**config.mk**
```make
export PLATFORM = sky130hd
export DESIGN_NAME = job_irq_ctrl
export DESIGN_NICKNAME = d
export VERILOG_FILES = /design/src/rtl/job_irq_pkg.sv /design/src/rtl/job_irq_decode.sv /design/src/rtl/job_irq_raw.sv /design/src/rtl/job_irq_state.sv /design/src/rtl/job_irq_ctrl.sv
export SDC_FILE = /design/constraint.sdc
export NUM_CORES = 1
export LEC_CHECK = 0
export ABC_AREA = 1
export CORE_MARGIN = 1.5
export CORE_UTILIZATION = 51
export CTS_CLUSTER_DIAMETER = 40
export CTS_CLUSTER_SIZE = 25
export DETAILED_ROUTE_END_ITERATION = 7
export PLACE_DENSITY = 0.88
export SLEW_MARGIN = 20
export SYNTH_ARGS = -nofsm -noshare
export SYNTH_HDL_FRONTEND = slang
export SYNTH_SLANG_ARGS = --single-unit
```
**constraint.sdc**
```tcl
create_clock -name clk -period 5.5 [get_ports clk]
set_input_delay 1.375 -clock clk [delete_from_list [all_inputs] [get_ports clk]]
set_output_delay 1.375 -clock clk [all_outputs]
set_load 0.05 [all_outputs]
```
**src/rtl/job_irq_pkg.sv**
```systemverilog
// Shared constants for the job slot interrupt controller.
// Assumes byte addressing with 32-bit registers.
package job_irq_pkg;
    localparam logic [11:0] OFF_RAW   = 12'h000;
    localparam logic [11:0] OFF_CLEAR = 12'h004;
    localparam logic [11:0] OFF_MASK  = 12'h008;
    localparam logic [11:0] OFF_STAT  = 12'h00C;
    localparam logic [11:0] OFF_STATE = 12'h010;

    typedef struct packed {
        logic raw;
        logic clr;
        logic msk;
        logic stat;
        logic state;
        logic win;
    } hit_t;
endpackage

```
**src/rtl/job_irq_decode.sv**
```systemverilog
// Address decoder: picks one interrupt register or the slot window.
// Assumes all register offsets lie below WIN_BASE.
module job_irq_decode
    import job_irq_pkg::*;
#(
    parameter int ADDR_W  = 12,
    parameter int SPAN_LG = 7,
    parameter int SEL_W   = 4,
    parameter logic [ADDR_W-1:0] WIN_BASE = 12'h800
) (
    input  logic              req,
    input  logic [ADDR_W-1:0] addr,
    output hit_t              hit,
    output logic [SEL_W-1:0]  sel,
    output logic [SPAN_LG-1:0] off
);
    logic [ADDR_W-1:0] rel;
    logic              above;

    // Purpose: split the address into window or register targets.
    always_comb begin
        rel       = addr - WIN_BASE;
        above     = (addr >= WIN_BASE);
        hit.win   = req && above;
        hit.raw   = req && !above && (addr == ADDR_W'(OFF_RAW));
        hit.clr   = req && !above && (addr == ADDR_W'(OFF_CLEAR));
        hit.msk   = req && !above && (addr == ADDR_W'(OFF_MASK));
        hit.stat  = req && !above && (addr == ADDR_W'(OFF_STAT));
        hit.state = req && !above && (addr == ADDR_W'(OFF_STATE));
        sel       = rel[SPAN_LG +: SEL_W];
        off       = rel[SPAN_LG-1:0];
    end

    // Purpose: at most one target per access.
    always_comb begin
        assert_one_target_R9: assert ($onehot0(hit));
    end
endmodule

```
**src/rtl/job_irq_raw.sv**
```systemverilog
// Raw interrupt word: events set bits, clear writes drop them.
// Assumes events win over a clear of the same bit in one cycle.
module job_irq_raw #(
    parameter int W = 32
) (
    input  logic         clk,
    input  logic         rst_n,
    input  logic [W-1:0] ev,
    input  logic         clr_en,
    input  logic [W-1:0] clr_bits,
    output logic [W-1:0] raw_q
);
    logic [W-1:0] drop;

    // Purpose: bits to remove this cycle.
    always_comb drop = clr_en ? clr_bits : '0;

    // Purpose: hold, clear and set the raw word.
    always_ff @(posedge clk) begin
        if (!rst_n) raw_q <= '0;
        else        raw_q <= (raw_q & ~drop) | ev;
    end

    assert_event_sets_R1: assert property (@(posedge clk) disable iff (!rst_n)
        (|ev) |=> ((raw_q & $past(ev)) == $past(ev)));

    assert_clear_drops_R3: assert property (@(posedge clk) disable iff (!rst_n)
        clr_en |=> ((raw_q & $past(clr_bits & ~ev)) == '0));

    assert_no_spurious_set_R2: assert property (@(posedge clk) disable iff (!rst_n)
        $past(rst_n) |-> ((raw_q & ~$past(raw_q) & ~$past(ev)) == '0));
endmodule

```
**src/rtl/job_irq_state.sv**
```systemverilog
// Two-bit-per-slot state summary, resampled only for selected slots.
// Assumes bit n = running job, bit N+n = waiting job.
module job_irq_state #(
    parameter int N = 16
) (
    input  logic           clk,
    input  logic           rst_n,
    input  logic           upd_en,
    input  logic [N-1:0]   pick,
    input  logic [N-1:0]   act,
    input  logic [N-1:0]   que,
    output logic [2*N-1:0] state_q
);
    logic [2*N-1:0] upd_mask;

    // Purpose: widen the slot set to both halves.
    always_comb upd_mask = upd_en ? {pick, pick} : '0;

    for (genvar n = 0; n < N; n++) begin : g_slot
        // Purpose: resample one slot's running and waiting bits.
        always_ff @(posedge clk) begin
            if (!rst_n) begin
                state_q[n]   <= 1'b0;
                state_q[N+n] <= 1'b0;
            end else if (upd_en && pick[n]) begin
                state_q[n]   <= act[n];
                state_q[N+n] <= que[n];
            end
        end
    end

    assert_resample_R7: assert property (@(posedge clk) disable iff (!rst_n)
        upd_en |=> (((state_q ^ {$past(que), $past(act)}) & $past({pick, pick})) == '0));

    assert_hold_R8: assert property (@(posedge clk) disable iff (!rst_n)
        $past(rst_n) |-> (((state_q ^ $past(state_q)) & ~$past(upd_mask)) == '0));
endmodule

```
**src/rtl/job_irq_ctrl.sv**
```systemverilog
// Job slot interrupt controller top: register file, irq line, slot routing.
// Assumes a single-cycle bus with combinational read data.
module job_irq_ctrl
    import job_irq_pkg::*;
#(
    parameter int NUM_SLOTS = 16,
    parameter int ADDR_W    = 12,
    parameter int SPAN_LG   = 7,
    parameter logic [ADDR_W-1:0] WIN_BASE = 12'h800,
    localparam int SEL_W    = $clog2(NUM_SLOTS),
    localparam int DW       = 2 * NUM_SLOTS
) (
    input  logic                 clk,
    input  logic                 rst_n,
    input  logic                 bus_req,
    input  logic                 bus_we,
    input  logic [ADDR_W-1:0]    bus_addr,
    input  logic [DW-1:0]        bus_wdata,
    output logic [DW-1:0]        bus_rdata,
    input  logic [NUM_SLOTS-1:0] done_pulse,
    input  logic [NUM_SLOTS-1:0] fail_pulse,
    input  logic [NUM_SLOTS-1:0] slot_active,
    input  logic [NUM_SLOTS-1:0] slot_queued,
    output logic                 irq,
    output logic                 slot_req,
    output logic                 slot_we,
    output logic [SEL_W-1:0]     slot_sel,
    output logic [SPAN_LG-1:0]   slot_addr,
    output logic [DW-1:0]        slot_wdata,
    input  logic [DW-1:0]        slot_rdata
);
    hit_t                 hit;
    logic [DW-1:0]        raw_q;
    logic [DW-1:0]        mask_q;
    logic [DW-1:0]        state_q;
    logic [DW-1:0]        masked;
    logic                 clr_wr;
    logic [NUM_SLOTS-1:0] pick;

    job_irq_decode #(
        .ADDR_W(ADDR_W), .SPAN_LG(SPAN_LG), .SEL_W(SEL_W), .WIN_BASE(WIN_BASE)
    ) u_dec (
        .req(bus_req), .addr(bus_addr), .hit(hit), .sel(slot_sel), .off(slot_addr)
    );

    // Purpose: clear-write strobe and the slot set it names.
    always_comb begin
        clr_wr = hit.clr && bus_we;
        pick   = bus_wdata[NUM_SLOTS-1:0] | bus_wdata[DW-1:NUM_SLOTS];
    end

    job_irq_raw #(.W(DW)) u_raw (
        .clk(clk), .rst_n(rst_n), .ev({fail_pulse, done_pulse}),
        .clr_en(clr_wr), .clr_bits(bus_wdata), .raw_q(raw_q)
    );

    job_irq_state #(.N(NUM_SLOTS)) u_state (
        .clk(clk), .rst_n(rst_n), .upd_en(clr_wr), .pick(pick),
        .act(slot_active), .que(slot_queued), .state_q(state_q)
    );

    // Purpose: software-owned enable mask.
    always_ff @(posedge clk) begin
        if (!rst_n)                   mask_q <= '0;
        else if (hit.msk && bus_we)   mask_q <= bus_wdata;
    end

    // Purpose: masked view, interrupt line and window port.
    always_comb begin
        masked     = raw_q & mask_q;
        irq        = |masked;
        slot_req   = hit.win;
        slot_we    = hit.win && bus_we;
        slot_wdata = bus_wdata;
    end

    // Purpose: read data mux, zero outside reads.
    always_comb begin
        bus_rdata = '0;
        if (bus_req && !bus_we) begin
            if (hit.win)        bus_rdata = slot_rdata;
            else if (hit.raw)   bus_rdata = raw_q;
            else if (hit.msk)   bus_rdata = mask_q;
            else if (hit.stat)  bus_rdata = masked;
            else if (hit.state) bus_rdata = state_q;
        end
    end

    assert_irq_needs_raw_R6: assert property (@(posedge clk) disable iff (!rst_n)
        irq |-> (raw_q != '0 && mask_q != '0));

    assert_window_keeps_mask_R9: assert property (@(posedge clk) disable iff (!rst_n)
        slot_req |=> $stable(mask_q));

    assert_window_keeps_state_R9: assert property (@(posedge clk) disable iff (!rst_n)
        slot_req |=> $stable(state_q));

    assert_reset_clears_R10: assert property (@(posedge clk)
        !rst_n |=> (raw_q == '0 && mask_q == '0 && state_q == '0));
endmodule

```
Word-level counts from Yosys, hierarchy flattened

Cells that the tools add are included.

ROM bits: 0
Memories kept: 0
Bits in writable memories: 0
Input port bits: 144
Output and inout port bits: 78
Word-level logic and storage cells: 83
Latch bits: 0
Bits in registers: 96

Multiply operators: 0
Eq/ne operators: 4
Add/sub/neg operators: 1
$lt $le $gt $ge: 1
Shift operators: 0
Muxes and demuxes: 7
Reductions and logical operators: 31
Bitwise operators: 5
Divide/modulo/power cells: 0

Operators by type and width:

| kind                                                                 | count |
|---|---|
| 32-bit 2-to-1 mux                                                    | 7 |
| 32-bit AND                                                           | 2 |
| 32-bit NOT                                                           | 1 |
| 32-bit OR                                                            | 1 |
| 32-bit OR reduction                                                  | 1 |
| 1-bit logical AND                                                    | 27 |
| 12-bit by 4-bit == test with 1-bit output, second input constant     | 2 |
| 16-bit OR                                                            | 1 |
| 12-bit by 3-bit == test with 1-bit output, second input constant     | 1 |
| 12-bit by 5-bit == test with 1-bit output, second input constant     | 1 |
| 12-bit greater-or-equal comparator, second input constant            | 1 |
| 12-bit zero test                                                     | 1 |
| 11-bit by 1-bit subtractor with 11-bit output, second input constant | 1 |
| 1-bit zero test                                                      | 2 |

Depth between registers and ports, before layout

Depth after elaboration: 10
Gate-level depth with buffers: 12

By module

From an unflattened synthesis, not the netlist that was laid out.

Cells, all modules: 1016
Area total of the unflattened synthesis: 6200.9 um2

By module, submodules not included:

| module         | area an instance (um2) | sequential area each (um2) | instances | cells each |
|---|---|---|---|---|
| job_irq_ctrl   | 3281.9                 | 640.6                      | 1         | 580 |
| job_irq_state  | 1418.9                 | 640.6                      | 1         | 213 |
| job_irq_raw    | 1234.9                 | 640.6                      | 1         | 167 |
| job_irq_decode | 265.3                  | 0.0                        | 1         | 56 |

Worst setup path before layout

Ideal clock, no wire load.

Kind: input to output
From: in bus_addr[7]
To: out bus_rdata[16]
Buffers on the path: 1
Stages on the path: 10
Arrival time: 3172 ps
Path slack: 953 ps
Cells stage by stage: nor2_1 nand2_1 nor2_4 nand2_2 buf_2 o21ai_0 inv_1 nand2_1 nand2_1 a21oi_1

Cells in the longest elaborated chain, start to end: 10
Elaborated cells between the ends (all ways): 18
Classes of those cells: order compare: 1; eq/ne: 3; mux: 6; reduce/logical: 8

RTL lines:

| what                               | RTL line             | RTL |
|---|---|---|
| start, declared                    | job_irq_ctrl.sv:17   | `input logic [ADDR_W-1:0] bus_addr,` |
| 12-bit greater-or-equal comparator | job_irq_decode.sv:23 | `above = (addr >= WIN_BASE);` |
| 1-bit zero test                    | -                    |  |
| 1-bit logical AND                  | -                    |  |
| 1-bit logical AND                  | job_irq_decode.sv:29 | `hit.state = req && !above && (addr == ADDR_W'(OFF_STATE));` |
| 32-bit 2-to-1 mux                  | job_irq_ctrl.sv:85   | `else if (hit.state) bus_rdata = state_q;` |
| 32-bit 2-to-1 mux                  | job_irq_ctrl.sv:84   | `else if (hit.stat) bus_rdata = masked;` |
| 32-bit 2-to-1 mux                  | job_irq_ctrl.sv:83   | `else if (hit.msk) bus_rdata = mask_q;` |
| 32-bit 2-to-1 mux                  | job_irq_ctrl.sv:82   | `else if (hit.raw) bus_rdata = raw_q;` |
| 32-bit 2-to-1 mux (*)              | job_irq_ctrl.sv:81   | `if (hit.win) bus_rdata = slot_rdata;` |
| 32-bit 2-to-1 mux (*)              | job_irq_ctrl.sv:80   | `if (bus_req && !bus_we) begin` |
| end, declared                      | job_irq_ctrl.sv:19   | `output logic [DW-1:0] bus_rdata,` |

Every way passes the cells marked *; elsewhere a longest branch is shown, timed or not.

Worst setup path after layout

From: in bus_addr[11]
To: out bus_rdata[29]

Same word-level chain as after synthesis.

==> results.sh <==
export IMPL_die_y_um=117
export IMPL_clkTransAtPathRegs_ns=0.07
export IMPL_cts_hold_buffers=0
export IMPL_cts_buffer_depth=2
export IMPL_cp_max_fo=31
export IMPL_powerDensity_nw_per_um2=183
export IMPL_syn_nets=1178
export IMPL_start_kind="primary input"
export IMPL_grt_max_degree=63
export IMPL_tightest_slew_ns=0.905
export IMPL_critPathMaxStageDelay_ns=0.53
export IMPL_hpwl_um=14600
export IMPL_tns_ns=0
export IMPL_grt_pass1_vias=6826
export IMPL_leakagePower_nw=3.90
export IMPL_postCtsSetupBuffers=0
export IMPL_ys_types=28
export IMPL_cts_tree="done"
export IMPL_syn_inst=1034
export IMPL_min_to="mask_q[19]$_SDFFE_PN0P_"
export IMPL_ir_worst_vdd_v=0.000118
export IMPL_cts_resized=0
export IMPL_die_area_um2=13800
export IMPL_critical_path_cell_chain="clkdlybuf4s50_1, nor2_1, nand2_2, nor2_4, buf_4, nand2_1, buf_4, nand2_1, nand2_1, nand2_1, nand2_1, a21oi_1, buf_12"
export IMPL_syn_area_per_cell_um2=6.45
export IMPL_antenna_found_initial=0
export IMPL_synth_most_common_cell="inv_1"
export IMPL_remaining_drc_errors=0
export IMPL_dpl_worst_slack_ns=0.535
export IMPL_ys_seq_area_share_pct=28.8
export IMPL_synth_seq_cells=96
export IMPL_cp_data_arrival_time_ns=3.69
export IMPL_finalSetupViolCount=0
export IMPL_path_common_cell="nand2_1"
export IMPL_finalCritPeriodShare_pct=92.1
export IMPL_wirelength_um=20700
export IMPL_min_period_ns=5.06
export IMPL_final_max_slew_viol_count=0
export IMPL_numCtsBuffers=9
export IMPL_r2r_start="mask_q[30]$_SDFFE_PN0P_"
export IMPL_coreArea_um2=12700
export IMPL_synth_top_area_share_pct=28.8
export IMPL_grt_pass1_wl_um=33600
export IMPL_outcome="completed"
export IMPL_ff2ff_setup_slack_ns=4.68
export IMPL_ys_async_sr_fraction_pct=0
export IMPL_rows=41
export IMPL_r2r_cells=2
export IMPL_nNetsFinal=1325
export IMPL_ios=222
export IMPL_gp_congestion=0.896
export IMPL_worst_path_max_delay_cell="clkdlybuf4s50_1"
export IMPL_vias=7196
export IMPL_slew_headroom_pct=39.6
export IMPL_min_from="mask_q[19]$_SDFFE_PN0P_"
export IMPL_worst_ep_required_time_ns=4.12
export IMPL_setup_ws_ns=0.437
export IMPL_viasPerCell=5.31
export IMPL_numClockSinks=96
export IMPL_whs_path_depth=2
export IMPL_synth_enable_flop_cells=0
export IMPL_ys_warn_count=0
export IMPL_grt_setup_unrepaired="no"
export IMPL_port_buffers=221
export IMPL_grt_overflow=0
export IMPL_crit_path_end_kind="output pin"
export IMPL_drive_above_1_share_pct=10.1
export IMPL_firstDrtPassIters=6
export IMPL_min_path_type="flop to flop"
export IMPL_synth_main_ff_cell="dfxtp_1"
export IMPL_syn_area_um2=6670
export IMPL_die_w_um=117
export IMPL_synth_area_leaders="dfxtp_1 (29%), inv_1 (11%), nand2_1 (11%)"
export IMPL_ant_nets=0
export IMPL_grt_usage_pct=29.9
export IMPL_clk_latency_ns=0.34
export IMPL_yosysTopAreaCell="dfxtp_1"
export IMPL_root_buffer="clkbuf_16"
export IMPL_initial_core_util_pct=52.6
export IMPL_r2r_end="mask_q[30]$_SDFFE_PN0P_"
export IMPL_area_growth_pct=38.5
export IMPL_setup_worst_path_class="primary input to output pin"
export IMPL_wl_per_cell_um=15.3
export IMPL_hold_violations=0
export IMPL_diodes=0
export IMPL_fmax_ghz=0.197
export IMPL_synthTopCellsByCount="inv_1 (198), nand2_1 (196), dfxtp_1 (96)"
export IMPL_finalClockSkew_ns=0
export IMPL_drtIter0Drc=506
export IMPL_ctsHtreeMaxLevel=3
export IMPL_fin_total_pwr_w=0.00169
export IMPL_cap_violations=0
report_power, final:
part	internal (W)	switching [W]	total, W	leakage, nW
clock	0.000358	0.000263	0.000621	0.135
sequential	0.000712	0.0000119	0.000724	0.784
combinational	0.000158	0.000190	0.000347	2.99
area by class of cell:
cell class                 instances  area, um2
inverter                         201        756
tap                              172        215
clock inverter                     1       30.0
clock buffer                      12        246
sequential                        96       1920
timing repair buffer             236       2640
multi-input combinational        637       3420
fill                             992       3440
stage by stage:
step	area, um2	hold WS, ns	utilization, %	instances
floorplan	6670	0.448	-	1034
global placement	8950	0.462	70.7	1342
detailed placement	8950	0.467	70.7	1342
CTS	9230	0.479	72.9	1355
global route	9230	0.508	72.9	1355
finish	9230	0.477	72.9	1355
per-layer routing:
layer	routed length (um)	GRT usage [%]
met5	0	0
met4	629	11.9
met3	1860	6.27
met2	10000	51.0
met1	8210	36.9
cells in the final DEF (no fill, tap or decap), types with 2 or more instances in the layout:
cell type,n
inv_1,198
nand2_1,195
clkdlybuf4s50_1,188
dfxtp_1,96
nor2_1,76
nand3_1,70
o21ai_0,68
a21oi_1,63
a211oi_1,36
buf_12,32
or2_0,29
a211oi_2,28
o21ai_1,26
a21oi_4,16
buf_4,16
nand4_1,10
clkbuf_16,9
nor2_2,4
nand2_2,3
nor3_1,3
inv_2,2
nor2_4,2
nand3b_1,2
nand3_2,2
or2_2,2
nor4_1,2
clkbuf_1,2
flip-flops by register name (all words and copies together), names as in the netlist:
signal	cells
u_state.state_q	32
u_raw.raw_q	32
mask_q	32
kinds of logic (layout without fill, tap and decap cells):
group	count (synthesis)	after routing	share of synthesized area [%]
simple gates	400	400	26.2
compound gates	237	237	25.0
buf+inv	301	450	20.0
flops	96	96	28.8
worst max-delay path, delay by kind of cell:
kind / cells / cell delay, ns
and+or+nand+nor: 8 / 0.87
AOI/OAI and AO/OA: 1 / 0.24
buffers and inverters: 4 / 1.20
how the worst max path moves through the flow:
stage            startpoint       endpoint  slack (ns)  depth (start not counted)
2_1_floorplan   bus_addr[7]  bus_rdata[16]        0.95                         10
3_3_place_gp   bus_addr[11]  bus_rdata[11]        0.56                         13
3_5_place_dp   bus_addr[11]  bus_rdata[11]        0.53                         13
4_1_cts        bus_addr[11]  bus_rdata[29]        0.48                         13
5_1_grt        bus_addr[11]  bus_rdata[31]        0.23                         13
6_report       bus_addr[11]  bus_rdata[29]        0.44                         13
Power figures use the tool's default switching activity.
